File: config.mk
export PLATFORM = sky130hd
export DESIGN_NAME = serprog_row_erase
export DESIGN_NICKNAME = d
export VERILOG_FILES = /design/src/rtl/spe_pkg.sv /design/src/rtl/spe_frame_rx.sv /design/src/rtl/spe_erase_ctl.sv /design/src/rtl/serprog_row_erase.sv
export SDC_FILE = /design/constraint.sdc
export NUM_CORES = 1
export LEC_CHECK = 0
export ABC_AREA = 1
export BUFFER_PORTS_ARGS = -buffer_cell sky130_fd_sc_hd__clkbuf_2
export CORE_ASPECT_RATIO = 1.5
export CORE_MARGIN = 3
export CORE_UTILIZATION = 55
export DETAILED_ROUTE_END_ITERATION = 6
export GPL_TIMING_DRIVEN = 1
export PLACE_DENSITY = 0.85
export SLEW_MARGIN = 20
export SYNTH_ARGS = -nofsm -noshare
export SYNTH_HDL_FRONTEND = slang
export SYNTH_SLANG_ARGS = --single-unit
export TNS_END_PERCENT = 5
File: constraint.sdc
create_clock -name clk -period 1.99 [get_ports clk]
set_clock_uncertainty 0.2 [all_clocks]
set_input_delay 0.199 -clock clk [delete_from_list [all_inputs] [get_ports clk]]
set_output_delay 0.199 -clock clk [all_outputs]
set_load 0.005 [all_outputs]
File: src/rtl/spe_pkg.sv
package spe_pkg;

    localparam int FRAME_BITS = 20;
    localparam int CMD_BITS   = 4;
    localparam int PAY_BITS   = 16;
    localparam int ADDR_W     = 24;
    localparam int ROW_AW     = 6;

    localparam logic [CMD_BITS-1:0] CMD_CORE = 4'b0000;

    typedef enum logic [3:0] {
        OP_NOP   = 4'h0,
        OP_LD_U  = 4'h1,
        OP_LD_H  = 4'h2,
        OP_LD_L  = 4'h3,
        OP_START = 4'h8
    } pay_op_e;

    typedef struct packed {
        logic [CMD_BITS-1:0] cmd;
        logic [PAY_BITS-1:0] payload;
    } frame_t;

    typedef enum logic [1:0] {
        ST_IDLE,
        ST_ARM0,
        ST_ARM1,
        ST_BUSY
    } ctl_st_e;

    function automatic logic [3:0] pay_op(input logic [PAY_BITS-1:0] p);
        return p[15:12];
    endfunction

    function automatic logic [ADDR_W-1:0] row_base(input logic [ADDR_W-1:0] a);
        return {a[ADDR_W-1:ROW_AW], {ROW_AW{1'b0}}};
    endfunction

endpackage

File: src/rtl/spe_frame_rx.sv
module spe_frame_rx
    import spe_pkg::*;
(
    input  logic   clk,
    input  logic   rst,
    input  logic   pgm_clk_i,
    input  logic   pgm_dat_i,
    output logic   frame_v_o,
    output frame_t frame_o,
    output logic   cmd4_v_o
);
    localparam int CNT_W = $clog2(FRAME_BITS);
    localparam logic [CNT_W-1:0] LAST_BIT = CNT_W'(FRAME_BITS - 1);
    localparam logic [CNT_W-1:0] CMD_LAST = CNT_W'(CMD_BITS - 1);

    logic [2:0]             ck_sync;
    logic [1:0]             dt_sync;
    logic [CNT_W-1:0]       bit_cnt;
    logic [FRAME_BITS-2:0]  sr;
    logic                   fall;
    logic [FRAME_BITS-1:0]  word;

    assign fall = ck_sync[2] & ~ck_sync[1];
    assign word = {dt_sync[1], sr};

    always_ff @(posedge clk) begin
        if (rst) begin
            ck_sync <= '0;
            dt_sync <= '0;
        end else begin
            ck_sync <= {ck_sync[1:0], pgm_clk_i};
            dt_sync <= {dt_sync[0], pgm_dat_i};
        end
    end

    always_ff @(posedge clk) begin
        if (rst) begin
            bit_cnt   <= '0;
            sr        <= '0;
            frame_v_o <= 1'b0;
            cmd4_v_o  <= 1'b0;
            frame_o   <= '0;
        end else begin
            frame_v_o <= 1'b0;
            cmd4_v_o  <= 1'b0;
            if (fall) begin
                sr       <= word[FRAME_BITS-1:1];
                cmd4_v_o <= (bit_cnt == CMD_LAST);
                if (bit_cnt == LAST_BIT) begin
                    bit_cnt         <= '0;
                    frame_v_o       <= 1'b1;
                    frame_o.cmd     <= word[CMD_BITS-1:0];
                    frame_o.payload <= word[FRAME_BITS-1:CMD_BITS];
                end else begin
                    bit_cnt <= bit_cnt + 1'b1;
                end
            end
        end
    end

    // bit counter never leaves the frame
    p_cnt_range_r2: assert property (@(posedge clk) disable iff (rst)
        bit_cnt <= LAST_BIT);

    // fourth-bit event and frame-end event are distinct clock positions
    p_events_apart_r4: assert property (@(posedge clk) disable iff (rst)
        !(frame_v_o && cmd4_v_o));

endmodule

File: src/rtl/spe_erase_ctl.sv
module spe_erase_ctl
    import spe_pkg::*;
#(
    parameter int MEM_AW = 15,
    parameter int BLK_AW = 13,
    localparam int NBLK  = 1 << (MEM_AW - BLK_AW)
) (
    input  logic              clk,
    input  logic              rst,
    input  logic              frame_v_i,
    input  frame_t            frame_i,
    input  logic              cmd4_v_i,
    input  logic [NBLK-1:0]   blk_prot_i,
    input  logic              erase_done_i,
    output logic              erase_req_o,
    output logic [ADDR_W-1:0] erase_row_o,
    output logic              wr_start_o,
    output logic              err_o,
    output logic [ADDR_W-1:0] ptr_o
);
    ctl_st_e           st;
    logic [ADDR_W-1:0] ptr_q;
    logic              is_core;
    logic [3:0]        op;
    logic              prot_hit;
    logic              unused_bits;

    assign is_core     = frame_v_i && (frame_i.cmd == CMD_CORE);
    assign op          = pay_op(frame_i.payload);
    assign unused_bits = ^frame_i.payload[11:8];
    assign prot_hit    = (|ptr_q[ADDR_W-1:MEM_AW]) ||
                         blk_prot_i[ptr_q[MEM_AW-1:BLK_AW]];
    assign ptr_o       = ptr_q;
    assign wr_start_o  = (st != ST_IDLE);

    always_ff @(posedge clk) begin
        if (rst) begin
            ptr_q <= '0;
        end else if (is_core) begin
            case (op)
                OP_LD_U: ptr_q[23:16] <= frame_i.payload[7:0];
                OP_LD_H: ptr_q[15:8]  <= frame_i.payload[7:0];
                OP_LD_L: ptr_q[7:0]   <= frame_i.payload[7:0];
                default: ;
            endcase
        end
    end

    always_ff @(posedge clk) begin
        if (rst) begin
            st          <= ST_IDLE;
            erase_req_o <= 1'b0;
            erase_row_o <= '0;
            err_o       <= 1'b0;
        end else begin
            erase_req_o <= 1'b0;
            case (st)
                ST_IDLE: begin
                    if (is_core && op == OP_START) begin
                        st    <= ST_ARM0;
                        err_o <= 1'b0;
                    end
                end
                ST_ARM0: begin
                    if (frame_v_i) st <= ST_ARM1;
                end
                ST_ARM1: begin
                    if (cmd4_v_i) begin
                        if (prot_hit) begin
                            st    <= ST_IDLE;
                            err_o <= 1'b1;
                        end else begin
                            st          <= ST_BUSY;
                            erase_req_o <= 1'b1;
                            erase_row_o <= row_base(ptr_q);
                        end
                    end
                end
                ST_BUSY: begin
                    if (erase_done_i) st <= ST_IDLE;
                end
                default: st <= ST_IDLE;
            endcase
        end
    end

    // request lasts one cycle
    p_req_pulse_r5: assert property (@(posedge clk) disable iff (rst)
        erase_req_o |=> !erase_req_o);

    // row address aligned to 64 bytes
    p_row_aligned_r5: assert property (@(posedge clk) disable iff (rst)
        erase_req_o |-> (erase_row_o[ROW_AW-1:0] == '0));

    // request only right after the fourth-bit event of an armed controller
    p_launch_pos_r4: assert property (@(posedge clk) disable iff (rst)
        erase_req_o |-> ($past(cmd4_v_i) && $past(st) == ST_ARM1));

    // no request for a protected or out-of-range row
    p_no_prot_req_r8: assert property (@(posedge clk) disable iff (rst)
        erase_req_o |-> !$past(prot_hit));

    // write-start bit holds while the array has not reported done
    p_wr_hold_r6: assert property (@(posedge clk) disable iff (rst)
        (st == ST_BUSY && !erase_done_i) |=> wr_start_o);

    // row address stable during a busy erase
    p_row_stable_r9: assert property (@(posedge clk) disable iff (rst)
        (st == ST_BUSY && !erase_req_o) |-> $stable(erase_row_o));

endmodule

File: src/rtl/serprog_row_erase.sv
module serprog_row_erase
    import spe_pkg::*;
#(
    parameter int MEM_AW = 15,
    parameter int BLK_AW = 13,
    localparam int NBLK  = 1 << (MEM_AW - BLK_AW)
) (
    input  logic              clk,
    input  logic              rst,
    input  logic              pgm_clk_i,
    input  logic              pgm_dat_i,
    input  logic [NBLK-1:0]   blk_prot_i,
    input  logic              erase_done_i,
    output logic              erase_req_o,
    output logic [ADDR_W-1:0] erase_row_o,
    output logic              wr_start_o,
    output logic              err_o,
    output logic [ADDR_W-1:0] ptr_o
);
    logic   frame_v;
    frame_t frame;
    logic   cmd4_v;

    spe_frame_rx u_rx (
        .clk       (clk),
        .rst       (rst),
        .pgm_clk_i (pgm_clk_i),
        .pgm_dat_i (pgm_dat_i),
        .frame_v_o (frame_v),
        .frame_o   (frame),
        .cmd4_v_o  (cmd4_v)
    );

    spe_erase_ctl #(
        .MEM_AW (MEM_AW),
        .BLK_AW (BLK_AW)
    ) u_ctl (
        .clk          (clk),
        .rst          (rst),
        .frame_v_i    (frame_v),
        .frame_i      (frame),
        .cmd4_v_i     (cmd4_v),
        .blk_prot_i   (blk_prot_i),
        .erase_done_i (erase_done_i),
        .erase_req_o  (erase_req_o),
        .erase_row_o  (erase_row_o),
        .wr_start_o   (wr_start_o),
        .err_o        (err_o),
        .ptr_o        (ptr_o)
    );

endmodule

==> impl_metrics.json <==
{
  "viasPerCell": 5.11,
  "hp-start": "erase_done_i",
  "final_common_cell": "dfxtp_1",
  "hold_path.class": "in -> reg",
  "worst_slew_pin_slew_ns": 0.502,
  "root_buffer": "clkbuf_8",
  "seqCellArea_um2": 1860,
  "portBuffers": 53,
  "p_leak_nw": 1.80,
  "place_ws_ns": 0.212,
  "synth_cell_type_count": 30,
  "drt_iter0_drc": 252,
  "synthFlopType": "dfxtp_1",
  "area_delta_synth_final_pct": 14.8,
  "dp_cells": 552,
  "fin_setup_tns_ns": 0,
  "cts.reportedPaths.clkPinSlew_ns": 0.10,
  "ys_ff_latch": 93,
  "grt_pass1_vias": 2736,
  "synthArstFlopShare_pct": 0,
  "crit_fanout": 28,
  "grt_usage_pct": 20.6,
  "ys_warn_count": 0,
  "grt_pass1_wl_um": 12100,
  "finalSetupViolCount": 0,
  "cts_buffer_depth": 2,
  "start_util_pct": 58.1,
  "reg2reg_slack_ns": 0.19,
  "dieArea_um2": 7290,
  "clk_latency_ns": 0.36,
  "timing.hold.ws_ns": 0.0586,
  "slew_violations": 0,
  "multi_input_area_um2": 1220,
  "cp-start-kind": "flip-flop",
  "io_pins": 60,
  "ir_drop_mv": 0.532,
  "crit_required_ns": 2.05,
  "syn_area_um2": 3460,
  "fin_nets": 503,
  "max_slew_margin_pct": 66.4,
  "powerDensity_nw_per_um2": 821,
  "fp-row-count": 34,
  "htree_num_levels": 3,
  "synth.top_cell.area_share_pct": 53.8,
  "grt_overflow": 0,
  "drc": 0,
  "synth_edf_count": 0,
  "final.setup.worst_slack_ns": 0.194,
  "n_antenna_cell": 0,
  "finalHoldViolations": 0,
  "final_cell_mix": "dfxtp_1, nor2_1, inv_1",
  "die_w_um": 70.7,
  "final_antenna_net_count": 0,
  "drv_cap": 0,
  "wl_met1_um": 2870,
  "critPathKind": "reg -> reg",
  "outcome": "finished, final reports clean",
  "gp_congestion": 0.771,
  "ys_seq_area_share_pct": 53.8,
  "dr_wl_met3_um": 297,
  "yosysTopAreaCell": "dfxtp_1",
  "fp.dieH_um": 103,
  "final_cell_area_um2": 3970,
  "vias": 2913,
  "cp-startpoint": "u_ctl.st[1]$_SDFFE_PP0P_",
  "finalCritPeriodShare_pct": 90.3,
  "cts_buffers": 9,
  "cts_tree": "done",
  "cts_sinks": 93,
  "dr.max_layer_used": "met4",
  "totalWireLength_um": 7180,
  "endpoint_kind": "flip-flop",
  "min_period_ns": 1.80,
  "synthTopCellsByArea": "dfxtp_1, nor2_1, inv_1, a21oi_1, nand2_1",
  "syn-instance-count": 441,
  "fillers": 497,
  "r2r-start": "u_ctl.st[1]$_SDFFE_PP0P_",
  "power_mw": 3.26,
  "final_util_pct": 66.7,
  "wl_met2_um": 3890,
  "rsz0062_at_grt": "no",
  "antenna_found_initial": 0,
  "layout-drive-gt1-share_pct": 17.5,
  "fmax_mhz": 557,
  "postCtsSetupBuffers": 0,
  "syn_area_per_cell_um2": 7.84,
  "dp_hpwl_um": 4850,
  "wire_per_inst_um": 12.6,
  "postCtsHoldBufs": 2,
  "placed_area_um2": 3740,
  "stdcell_count": 570,
  "arrival_ns": 1.86,
  "grt_max_degree": 47,
  "cts_resized": 0,
  "core_area_um2": 5960,
  "drt_pass1_iterations": 5
}
## layer usage
layer,track usage (%),vias up
met5,0,-
met4,9.99,0
met3,3.12,15
met2,37.6,71
met1,23.3,1351
li1,-,1476
## registers in the layout (all words and copies together), names as in the netlist
signal / cells
u_rx.sr: 19
u_ctl.erase_req_o: 1
u_rx.ck_sync: 3
u_ctl.ptr_o: 24
u_ctl.st: 2
u_rx.frame_v_o: 1
u_ctl.erase_row_o: 18
u_rx.bit_cnt: 5
u_ctl.err_o: 1
u_rx.dt_sync: 2
u_rx.frame_o: 16
u_rx.cmd4_v_o: 1
## worst max-delay path, cell delays in order (launching register included)
cell,delay [ns]
dfxtp_1,0.42
inv_2,0.09
nor2_2,0.10
nand3_2,0.10
nor2_4,0.14
nand4_4,0.33
nor2_1,0.24
nor2_1,0.07
## power breakdown
part           switching, mW  internal [mW]  leakage, nW
sequential           0.00819           1.88        0.751
combinational         0.0608         0.0285        0.955
clock                  0.663          0.621       0.0951
total                  0.732           2.53         1.80
## kinds of logic after synthesis
logic type               synth area share (%)
XOR/XNOR                                0.507
flip-flops                               53.8
other                                   0.108
adder cells (fa/ha/maj)                 0.362
AO/OA/AOI/OAI                            12.8
AND/OR/NAND/NOR                          21.0
buffers and inverters                    11.4
## synthesized netlist by cell type (3+ instances only)
library cell and n:
o21ai_0 26, o22ai_1 15, buf_2 10, nand3_1 20, clkbuf_1 6, inv_1 67, nor2_1 88, nand4_1 4
nor3_1 3, buf_4 6, dfxtp_1 93, a21oi_1 42, nand2_1 40
## final timing paths
path	endpoint	depth (start not counted)
max	u_ctl.erase_row_o[12]$_SDFFE_PP0P_	7
min	u_ctl.st[0]$_SDFFE_PP0P_	5
max reg2reg	u_ctl.erase_row_o[12]$_SDFFE_PP0P_	7
min reg2reg	u_rx.dt_sync[1]$_SDFF_PP0_	2
## cell type report
type	count	share of cell area, %
clock inverters	6	1.76
clock buffers	10	3.47
multi-input cells	259	30.8
flip-flops and latches	93	46.9
well taps	72	2.27
repair buffers	61	8.32
inverters	69	6.52
Note: power is estimated with default switching activity, not from simulation.
